$ cat src/rtl/ssp_pkg.sv
package ssp_pkg;
  localparam int unsigned CYC_SLOTS   = 12; // two phases for each of six states
  localparam int unsigned SLOT_SAMPLE = 9;  // S5P2
  localparam int unsigned SLOT_LOW_LO = 4;  // S3P1
  localparam int unsigned SLOT_LOW_HI = 9;  // S5P2
  localparam int unsigned BYTE_W      = 8;
endpackage

$ cat src/rtl/ssp_timing.sv
module ssp_timing #(
  parameter int unsigned SLOTS  = ssp_pkg::CYC_SLOTS,
  parameter int unsigned SAMPLE = ssp_pkg::SLOT_SAMPLE,
  parameter int unsigned LOW_LO = ssp_pkg::SLOT_LOW_LO,
  parameter int unsigned LOW_HI = ssp_pkg::SLOT_LOW_HI
) (
  input  logic clk,
  input  logic rst_n,
  output logic end_o,
  output logic samp_o,
  output logic low_o
);
  localparam int unsigned SW = $clog2(SLOTS);
  localparam logic [SW-1:0] LAST = SW'(SLOTS - 1);

  logic [SW-1:0] slot_q;

  always_ff @(posedge clk or negedge rst_n) begin
    if (!rst_n)              slot_q <= '0;
    else if (slot_q == LAST) slot_q <= '0;
    else                     slot_q <= slot_q + 1'b1;
  end

  assign end_o  = (slot_q == LAST);
  assign samp_o = (slot_q == SW'(SAMPLE));
  assign low_o  = (slot_q >= SW'(LOW_LO)) && (slot_q <= SW'(LOW_HI));
endmodule

$ cat src/rtl/ssp_tx.sv
module ssp_tx #(
  parameter int unsigned DATA_W = ssp_pkg::BYTE_W
) (
  input  logic              clk,
  input  logic              rst_n,
  input  logic              end_i,
  input  logic              wr_i,
  input  logic [DATA_W-1:0] wr_data_i,
  input  logic              clr_i,
  output logic              active_o,
  output logic              busy_o,
  output logic              bit_o,
  output logic              done_o
);
  logic [DATA_W:0] sh_q;
  logic            armed_q, send_q, done_q;
  logic            last_shift;

  // marker sits just above the MSB and nothing above it
  assign last_shift = (sh_q[DATA_W:2] == '0);

  always_ff @(posedge clk or negedge rst_n) begin
    if (!rst_n) begin
      sh_q    <= '0;
      armed_q <= 1'b0;
      send_q  <= 1'b0;
      done_q  <= 1'b0;
    end else begin
      if (wr_i) begin
        sh_q    <= {1'b1, wr_data_i};
        armed_q <= 1'b1;
      end else if (end_i && armed_q) begin
        armed_q <= 1'b0;
        send_q  <= 1'b1;
      end else if (end_i && send_q) begin
        sh_q <= {1'b0, sh_q[DATA_W:1]};
        if (last_shift) send_q <= 1'b0;
      end
      if (end_i && send_q && last_shift) done_q <= 1'b1;
      else if (clr_i)                    done_q <= 1'b0;
    end
  end

  assign active_o = send_q;
  assign busy_o   = armed_q | send_q;
  assign bit_o    = sh_q[0];
  assign done_o   = done_q;

  AST_TX_DONE_AT_END: assert property (@(posedge clk) disable iff (!rst_n)
    $fell(send_q) |-> done_q);
  AST_TX_SEND_AFTER_ARM: assert property (@(posedge clk) disable iff (!rst_n)
    $rose(send_q) |-> $past(armed_q));
endmodule

$ cat src/rtl/ssp_rx.sv
module ssp_rx #(
  parameter int unsigned DATA_W = ssp_pkg::BYTE_W
) (
  input  logic              clk,
  input  logic              rst_n,
  input  logic              end_i,
  input  logic              samp_i,
  input  logic              start_ok_i,
  input  logic              din_i,
  input  logic              clr_i,
  output logic              active_o,
  output logic              busy_o,
  output logic [DATA_W-1:0] data_o,
  output logic              done_o
);
  logic [DATA_W-1:0] sh_q, sh_next, rev;
  logic [DATA_W-1:0] data_q;
  logic              armed_q, recv_q, done_q, samp_q;
  logic              last_shift;

  assign sh_next    = {sh_q[DATA_W-2:0], samp_q};
  assign last_shift = ~sh_q[DATA_W-1];

  // first bit in ends up leftmost; flip so it lands in bit 0
  always_comb begin
    for (int i = 0; i < DATA_W; i++) rev[i] = sh_next[DATA_W-1-i];
  end

  always_ff @(posedge clk or negedge rst_n) begin
    if (!rst_n) begin
      sh_q    <= '0;
      data_q  <= '0;
      armed_q <= 1'b0;
      recv_q  <= 1'b0;
      done_q  <= 1'b0;
      samp_q  <= 1'b0;
    end else begin
      if (samp_i) samp_q <= din_i;
      if (end_i && armed_q) begin
        armed_q <= 1'b0;
        recv_q  <= 1'b1;
        sh_q    <= {{(DATA_W-1){1'b1}}, 1'b0};
      end else if (end_i && recv_q) begin
        sh_q <= sh_next;
        if (last_shift) begin
          recv_q <= 1'b0;
          data_q <= rev;
        end
      end else if (end_i && start_ok_i && !done_q) begin
        armed_q <= 1'b1;
      end
      if (end_i && recv_q && last_shift) done_q <= 1'b1;
      else if (clr_i)                    done_q <= 1'b0;
    end
  end

  assign active_o = recv_q;
  assign busy_o   = armed_q | recv_q;
  assign data_o   = data_q;
  assign done_o   = done_q;

  AST_RX_DONE_AT_END: assert property (@(posedge clk) disable iff (!rst_n)
    $fell(recv_q) |-> done_q);
  AST_RX_NO_ARM_WHILE_DONE: assert property (@(posedge clk) disable iff (!rst_n)
    $rose(armed_q) |-> !$past(done_q));
endmodule

$ cat src/rtl/sync_shift_port.sv
module sync_shift_port #(
  parameter int unsigned DATA_W = ssp_pkg::BYTE_W
) (
  input  logic              clk,
  input  logic              rst_n,
  input  logic              tx_valid,
  output logic              tx_ready,
  input  logic [DATA_W-1:0] tx_data,
  input  logic              rx_en,
  output logic [DATA_W-1:0] rx_data,
  output logic              tx_done,
  input  logic              tx_done_clr,
  output logic              rx_done,
  input  logic              rx_done_clr,
  input  logic              sd_in,
  output logic              sd_out,
  output logic              sd_oe,
  output logic              sclk_out
);
  logic slot_end, slot_samp, slot_low;
  logic tx_act, tx_busy, tx_bit;
  logic rx_act, rx_busy;
  logic wr_fire, rx_start_ok;

  ssp_timing u_timing (
    .clk    (clk),
    .rst_n  (rst_n),
    .end_o  (slot_end),
    .samp_o (slot_samp),
    .low_o  (slot_low)
  );

  assign tx_ready    = slot_end && !tx_busy && !rx_busy;
  assign wr_fire     = tx_valid && tx_ready;
  // a byte accepted on the same edge takes precedence over arming a receive
  assign rx_start_ok = rx_en && !tx_busy && !wr_fire;

  ssp_tx #(.DATA_W(DATA_W)) u_tx (
    .clk       (clk),
    .rst_n     (rst_n),
    .end_i     (slot_end),
    .wr_i      (wr_fire),
    .wr_data_i (tx_data),
    .clr_i     (tx_done_clr),
    .active_o  (tx_act),
    .busy_o    (tx_busy),
    .bit_o     (tx_bit),
    .done_o    (tx_done)
  );

  ssp_rx #(.DATA_W(DATA_W)) u_rx (
    .clk        (clk),
    .rst_n      (rst_n),
    .end_i      (slot_end),
    .samp_i     (slot_samp),
    .start_ok_i (rx_start_ok),
    .din_i      (sd_in),
    .clr_i      (rx_done_clr),
    .active_o   (rx_act),
    .busy_o     (rx_busy),
    .data_o     (rx_data),
    .done_o     (rx_done)
  );

  assign sd_out   = tx_bit;
  assign sd_oe    = tx_act;
  assign sclk_out = (tx_act || rx_act) ? !slot_low : 1'b1;

  AST_HALF_DUPLEX: assert property (@(posedge clk) disable iff (!rst_n)
    !(tx_busy && rx_busy));
endmodule

$ cat config.mk
export PLATFORM = sky130hd
export DESIGN_NAME = sync_shift_port
export DESIGN_NICKNAME = d
export VERILOG_FILES = /design/src/rtl/ssp_pkg.sv /design/src/rtl/ssp_timing.sv /design/src/rtl/ssp_tx.sv /design/src/rtl/ssp_rx.sv /design/src/rtl/sync_shift_port.sv
export SDC_FILE = /design/constraint.sdc
export NUM_CORES = 1
export LEC_CHECK = 0
export CORE_ASPECT_RATIO = 1.2
export CORE_MARGIN = 8
export CORE_UTILIZATION = 61
export CTS_CLUSTER_DIAMETER = 40
export CTS_CLUSTER_SIZE = 10
export DETAILED_ROUTE_END_ITERATION = 8
export DONT_BUFFER_PORTS = 1
export PLACE_DENSITY = 0.86
export SKIP_LAST_GASP = 1
export SLEW_MARGIN = 20
export SYNTH_ARGS = -nofsm -noshare
export SYNTH_HDL_FRONTEND = slang
export SYNTH_HIERARCHICAL = 1
export SYNTH_SLANG_ARGS = --single-unit
$ cat constraint.sdc
create_clock -name clk -period 2.4 [get_ports clk]
set_input_delay 0.36 -clock clk [delete_from_list [all_inputs] [get_ports clk]]
set_output_delay 0.36 -clock clk [all_outputs]
set_load 0.02 [all_outputs]
== Word level (Yosys, flattened, before mapping) ==
Index checks and enable logic that the tools add are counted.
Operators by class
  add/sub/neg operators: 1
  magnitude comparators: 2
  eq/ne operators: 5
  multiplexer cells: 22
  bitwise gates (word level): 5
  reduce and logical (&&, ||, !) cells: 34
Operators by type and width (count)
  $mux W9: 3
  $mux W1: 16
  $mux W8: 2
  $reduce_bool A2 Y1: 8
  $logic_and A1 B1 Y1: 14
  $eq A4 B4 Y1 const B: 2
  $logic_not A7 Y1: 1
  $reduce_and A2 Y1: 3
  $reduce_and A3 Y1: 2
  $logic_not A1 Y1: 5
  $add A4 B1 Y4 const B: 1
  $ge A4 B3 Y1 const B: 1
  $le A4 B4 Y1 const B: 1
  $mux W4: 1
  $ne A2 B2 Y1 const B: 2
  $not A1 Y1: 3
  $ne A2 B1 Y1 const B: 1
  $or A1 B1 Y1: 2
  $logic_or A1 B1 Y1: 1
Word-level totals
  bits in registers: 36
  input port bits: 15
  logic and storage cells: 80

== Longest topological paths before layout ==
Gate-level depths: netlist of the first run.
  depth in word-level cells: 12
  depth in mapped cells: 8
  mapped depth without buffers: 7

== Cells and area by module ==
The synthesis of the first run kept the hierarchy.
Modules (own cells, without submodules)
  ssp_rx: instances 1, cells an instance 68, area each 900.9 µm², sequential area each 500.5 µm²
  ssp_tx: instances 1, cells an instance 54, area each 558.0 µm², sequential area each 300.3 µm²
  ssp_timing: instances 1, cells an instance 22, area each 226.5 µm², sequential area each 100.1 µm²
  sync_shift_port: instances 1, cells an instance 6, area each 40.0 µm², sequential area each 0.0 µm²

== Least setup slack after synthesis of the first run ==
Ideal clock, no wire load.
  path type: reg2reg
  start point: register u_rx.recv_q, in the netlist u_rx/active_o
  end point: register u_tx.sh_q[0]
  setup time: 0.124 ns
  arrival: 1.889 ns
  data required time: 2.276 ns
  setup slack: 0.387 ns
  cell stages (with the launch flop): 9
  clock period less this slack: 2.013 ns
  cells stage by stage: dfrtp_1 -> buf_2 -> or2_2 -> nor3b_2 -> and2_1 -> buf_2 -> inv_1 -> buf_2 -> a2bb2oi_1
Between the ends
  longest elaborated chain between the ends: 6
  elaborated cells between the ends (all ways): 8
  classes of those cells: 1 x eq/ne; 1 x mux; 1 x bitwise; 5 x reduce/logical
Ends and longest elaborated chain
  start, declared: line ssp_rx.sv:18  | logic armed_q, recv_q, done_q, samp_q;
  start signal, assigned: line ssp_rx.sv:34  | recv_q <= 1'b0;
  start signal, assigned: line ssp_rx.sv:41  | recv_q <= 1'b1;
  start signal, assigned: line ssp_rx.sv:46  | recv_q <= 1'b0;
  $or A1 B1 Y1 (*): line ssp_rx.sv:58  | assign busy_o = armed_q | recv_q;
  net rx_busy: line sync_shift_port.sv:22  | logic rx_act, rx_busy;
  $logic_not A1 Y1 (*): line sync_shift_port.sv:33  | assign tx_ready = slot_end && !tx_busy && !rx_busy;
  $logic_and A1 B1 Y1 (*): line sync_shift_port.sv:33
  net tx_ready: line sync_shift_port.sv:7  | output logic tx_ready,
  $logic_and A1 B1 Y1 (*): line sync_shift_port.sv:34  | assign wr_fire = tx_valid && tx_ready;
  net wr_fire: line sync_shift_port.sv:23  | logic wr_fire, rx_start_ok;
  $ne A2 B2 Y1 (no line) / $reduce_bool A2 Y1 (equally long branches)
  $reduce_and A2 Y1 (no line)
  end signal, assigned: line ssp_tx.sv:30  | sh_q <= {1'b1, wr_data_i};
  end signal, assigned: line ssp_tx.sv:36  | sh_q <= {1'b0, sh_q[DATA_W:1]};
  end, declared: line ssp_tx.sv:15  | logic [DATA_W:0] sh_q;
The timed path passes the listed nets; every way through them passes the cells marked *.
A chain may end at the register's enable or synchronous reset.

== Worst setup path in the final report of the first run ==
  start point: register u_timing.slot_q[0]
  end point: register u_tx.send_q, in the netlist u_tx/active_o
Between the ends
  longest elaborated chain between the ends: 6
  elaborated cells between the ends (all ways): 11
  classes of those cells: 1 x eq/ne; 1 x mux; 1 x bitwise; 8 x reduce/logical
Ends and longest elaborated chain
  start, declared: line ssp_timing.sv:16  | logic [SW-1:0] slot_q;
  start signal, assigned: line ssp_timing.sv:21  | else slot_q <= slot_q + 1'b1;
  $eq A4 B4 Y1: line ssp_timing.sv:24  | assign end_o = (slot_q == LAST);
  net slot_end: line sync_shift_port.sv:20  | logic slot_end, slot_samp, slot_low;
  $logic_and A1 B1 Y1 (2 in a row): line sync_shift_port.sv:33
  $logic_and A1 B1 Y1: line sync_shift_port.sv:34
  net wr_fire: line sync_shift_port.sv:23
  $not A1 Y1 (no line)
  $reduce_and A3 Y1 (no line)
  end signal, assigned: line ssp_tx.sv:26  | send_q <= 1'b0;
  end signal, assigned: line ssp_tx.sv:34  | send_q <= 1'b1;
  end signal, assigned: line ssp_tx.sv:37  | if (last_shift) send_q <= 1'b0;
  end, declared: line ssp_tx.sv:16  | logic armed_q, send_q, done_q;
The timed path passes the listed nets, and every way through them passes these cells.

==> metrics, run 1 <==
worst min path class in2reg; synth warn 6; Synth Cell Area 0.00173 mm²; detailed placer's ending HPWL 2380 µm; Slew HR 0.530; DRC Markers 0; Final Skew 0.00706 ns; DIE HEIGHT 74.3 µm; Worst Path Arrival 2.38 ns; initial DRC count 67; clk sinks 36; CP Class reg2reg; Clock Latency Late Sink 0.33 ns; vias in the first global route 1211; Req. time, crit path 2.62 ns; Pwr Density 527 mW/mm²; effective utilization at floorplan 0.631; die footprint 0.00479 mm²; Critical R2R Launch u_timing/slot_q[0]; Hold Fails Final Rpt 0; hold endpoint u_tx/done_o; critical path launch point type register; Area Overhead vs Synth 5.37%; critical path peak fanout 24; worst slew pin tran 0.697 ns; routed vias/inst 6.09; CTS H-tree depth 2; TritonRoute pass-1 iters 4; HP Start tx_done_clr; clk buf depth 2; max cap viols 0; RSZ-0062 raised after global routing no; Synth Flop Type dfrtp_1; crit end category register; status finished clean; Congestion Overflow GR 0; Resize count post-CTS 0; overall power 0.000958 W; register bit total from synthesis 36; Placed Area 0.00173 mm²; Core Area 0.00273 mm²; first-pass GRT wire length 5550 µm; Synth Instances 150; dpl ws 0.271 ns; # port buffers 0; WL per Instance 17.3 µm; Top Ports 29; Antenna Cells 0; TritonCTS Buffers 5; clock-pin slew on the worst setup and hold paths 0.10 ns; largest net degree at the start of global routing 37; Synth Area per Inst 11.5 µm²; hold depth 1; Post CTS Setup Buffer Count 0; R2R cell count 7; post-detailed-route count of antenna-violating nets 0; Die X 64.6 µm; most common cell after layout, fill and taps aside dfrtp_1; post-route setup TNS 0 ns; f_max 0.463 GHz; Setup WS post-layout 0.239 ns; CTS tree built; Period minus WS final 2.16 ns; number of flops mapped to enable cells by yosys 0; fin. max-slew vios 0; via count 1145; R2R Path End u_tx/active_o; share of cells above drive strength 1 0.208; highest-count cells in the layout ignoring fill and taps 36 x dfrtp_1, 11 x nand2_1, 10 x inv_1; gpl congestion 0.745; root buf cell clkbuf_4; crit share post-route 0.900; initial antenna violation count 0; r2r setup slk 0.24 ns; Row Count 21; Global Route Usage Sum 0.151; Mapped Nets 168; Post-synth ARST share 1.00; Yosys cell types 37; Leak 0.858 nW; # nets final 171; VDD IR max 0.388 mV; # setup viols final 0; sequential share of the synthesized area 0.522; post-route cell area 0.00182 mm²; final WL 3260 µm
==> layout make-up <==
class                           count  area, µm²
Tap cell                           34       42.5
Timing Repair Buffer                4       45.0
Inverter                           10       37.5
Multi-Input combinational cell     96        733
Fill cell                         214        915
Clock buffer                        8       58.8
Sequential cell                    36        901
==> cell families (layout without fill, tap and decap cells) <==
family	count (synthesis)	after routing	synth area share
multiplexers	10	10	0.0645
AND/OR/NAND/NOR	48	48	0.189
buffers and inverters	18	22	0.0529
flip-flops	36	36	0.522
AO/OA/AOI/OAI	35	35	0.149
adder cells (fa/ha/maj)	3	3	0.0218
==> where the power goes <==
part           leakage, nW  switching [W]  internal [W]   total, W
combinational        0.365      0.0000122    0.00000796  0.0000202
clock               0.0326       0.000186      0.000145   0.000331
sequential           0.460    0.000000595      0.000607   0.000608
==> synth_stat cells, types with 2 or more instances <==
cell | instances | share of area
dfrtp_1 | 36 | 0.52
nand2_1 | 11 | 0.024
inv_1 | 10 | 0.022
or2_2 | 9 | 0.033
a21oi_1 | 8 | 0.023
a2bb2oi_1 | 8 | 0.041
mux2_2 | 8 | 0.052
o311a_1 | 7 | 0.041
or3_1 | 7 | 0.025
buf_2 | 4 | 0.012
nand2b_1 | 4 | 0.015
o21ai_1 | 4 | 0.012
ha_1 | 3 | 0.022
nand3_1 | 3 | 0.0087
o21ai_0 | 3 | 0.0087
and2_1 | 2 | 0.0073
buf_6 | 2 | 0.013
nand4_1 | 2 | 0.0073
==> worst max-delay path: stages (launching register included) <==
cell	delay (ns)
dfrtp_1	0.45
ha_1	0.25
and2_4	0.22
nor3b_2	0.18
and2_1	0.24
inv_1	0.31
nand4_1	0.16
a32o_1	0.25
==> worst max path at each step <==
stage / from / to / slack, ns
6_report: u_timing/slot_q[0] / u_tx/active_o / 0.24
5_1_grt: u_timing/slot_q[0] / u_tx/active_o / 0.08
4_1_cts: u_timing/slot_q[0] / u_tx/active_o / 0.26
3_5_place_dp: u_timing/slot_q[0] / u_tx/active_o / 0.27
3_3_place_gp: u_timing/slot_q[0] / u_tx/active_o / 0.40
2_1_floorplan: u_rx/active_o / u_tx/sh_q[0] / 0.39
==> sequential cells by signal (all words and copies together) (netlist names) <==
name,count
u_rx/sh_q,8
u_tx/sh_q,9
u_rx/active_o,1
u_tx/active_o,1
u_rx/armed_q,1
u_timing/slot_q,4
u_tx/done_o,1
u_rx/done_o,1
u_tx/armed_q,1
u_rx/data_o,8
u_rx/samp_q,1
==> per-stage QoR <==
stage / utilization / hold WS, ns / std cells
2_1_floorplan: - / 0.0644 / 150
3_3_place_gp: 0.633 / 0.0656 / 178
3_5_place_dp: 0.633 / 0.0654 / 178
4_1_cts: 0.665 / 0.107 / 188
5_1_grt: 0.665 / 0.0868 / 188
6_report: 0.665 / 0.122 / 188
==> timing repair <==
action / CTS / global route
hold buffers: 2 / 0
setup endpoints to repair: 0 / 0
endpoints found under the hold margin: 36 / 0
==> metal layers <==
layer / GRT usage / up-vias / routed length [µm]
li1: - / 546 / -
met1: 0.170 / 563 / 1280
met2: 0.233 / 30 / 1650
met3: 0.0753 / 6 / 254
met4: 0.0752 / 0 / 78
met5: 0 / - / 0
Power figures use the tool's default switching activity.
==> run 2: changes to the inputs <==
- CELL_PAD_IN_SITES_DETAIL_PLACEMENT: not set -> 0
- CELL_PAD_IN_SITES_GLOBAL_PLACEMENT: not set -> 2
- CORE_UTILIZATION: 61 -> 40
==> metrics, run 2 (same netlist as run 1, synthesis figures left out) <==
status finished clean; highest-count cells in the layout ignoring fill and taps 36 x dfrtp_1, 11 x nand2_1, 10 x inv_1; share of cells above drive strength 1 0.224; Period minus WS final 1.98 ns; Req. time, crit path 2.04 ns; Top reg by flops u_tx/sh_q; Final Skew 0.00742 ns; Crit-path slowest cell dfrtp_1; initial antenna violation count 0; max reg flops 9; CP Class reg2out; root buf cell clkbuf_8; gpl congestion 0.725; post-route cell area 0.00190 mm²; largest net degree at the start of global routing 37; max incr delay on CP 0.42 ns; Row Count 26; DIE HEIGHT 87.9 µm; Final Instance Count excl. Fillers 212; first-pass GRT wire length 5950 µm; TritonRoute pass-1 iters 4; Hold Fails Final Rpt 0; clk buf depth 2; initial DRC count 67; post-detailed-route count of antenna-violating nets 0; # port buffers 0; crit share post-route 0.824; Congestion Overflow GR 0; placed cells 202; Pwr Density 568 mW/mm²; detailed placer's ending HPWL 2570 µm; f_max 0.506 GHz; Die X 76.0 µm; TritonCTS Buffers 5; die footprint 0.00668 mm²; # setup viols final 0; Slew HR 0.495; vias in the first global route 1225; final WL 3570 µm; fin. max-slew vios 0; dpl ws 0.420 ns; Placed Area 0.00177 mm²; max cap viols 0; critical path peak fanout 24; post-route setup TNS 0 ns; crit-path cells ha_1 > and2_4 > nor3b_2 > buf_4; effective utilization at floorplan 0.411; Area Overhead vs Synth 9.86%; DRC Markers 0; Clock Latency Late Sink 0.29 ns; Antenna Cells 0; RSZ-0062 raised after global routing no; VDD IR max 0.279 mV; CTS tree built; crit end category output port; clk sinks 36; Worst Path Arrival 1.62 ns; routed vias/inst 5.56; WL per Instance 16.9 µm; via count 1178; Setup WS post-layout 0.422 ns; # nets final 173; most common cell after layout, fill and taps aside dfrtp_1; critical path launch point type register; Top Ports 29; worst min path class in2reg; CTS H-tree depth 2; Global Route Usage Sum 0.112; Core Area 0.00420 mm²; clock-pin slew on the worst setup and hold paths 0.07 ns; worst slew pin tran 0.749 ns; Leak 0.881 nW
## run 2: where the power goes
part	leakage, nW	internal (W)	total [W]	switching, W
Clock	0.0445	0.000233	0.000449	0.000216
Sequential	0.460	0.000607	0.000608	0.000000914
Combinational	0.376	0.00000796	0.0000204	0.0000125
Total	0.881	0.000848	0.00108	0.000229
## run 2: critical path: cells and delay by family, from the launching register on
family / cells / cell delay (ns)
and+or+nand+nor: 2 / 0.52
DFF: 1 / 0.42
adders and majority gates: 1 / 0.21
buffers and inverters: 1 / 0.18
## run 2: cell type report
cell class | count | area [µm²]
clock buffers | 7 | 86.3
clock inverters | 1 | 7.51
fillers | 405 | 2300
inverters | 10 | 37.5
multi-input cells | 96 | 733
flip-flops and latches | 36 | 901
well taps | 56 | 70.1
repair buffers | 6 | 60.1
## run 2: per-stage QoR
| step | util | total power, W | hold WS [ns] |
|---|---|---|---|
| after global routing | 0.452 | 0.00112 | 0.159 |
| after CTS | 0.452 | 0.00110 | 0.161 |
| final | 0.452 | 0.00108 | 0.169 |
| after global placement | 0.422 | 0.000624 | 0.0660 |
| after floorplan | - | 0.000623 | 0.0644 |
| after detailed placement | 0.422 | 0.000624 | 0.0657 |
## run 2: final timing paths
check | slack, ns | startpoint | endpoint | cells after the start
max | 0.42 | u_timing/slot_q[0] | tx_ready | 4
min | 0.17 | tx_done_clr | u_tx/done_o | 1
max reg2reg | 0.43 | u_timing/slot_q[0] | u_tx/active_o | 7
min reg2reg | 0.52 | u_timing/slot_q[0] | u_timing/slot_q[0] | 1
max in group asynchronous | 1.69 | rst_n | u_rx/armed_q | 2
min in group asynchronous | 0.51 | rst_n | u_rx/sh_q[1] | 2
## run 2: per-layer routing
metal  wire (µm)  up-vias  global-route usage
met1        1420      591               0.117
met2        1840       38               0.196
met4          31        0              0.0321
li1            -      545                   -
met3         282        4              0.0524
met5           0        -                   0
## run 2: what timing repair did
action,CTS,global route
endpoints found under the hold margin,36,0
resized for setup,0,0
setup buffers,0,0
hold buffers,2,0
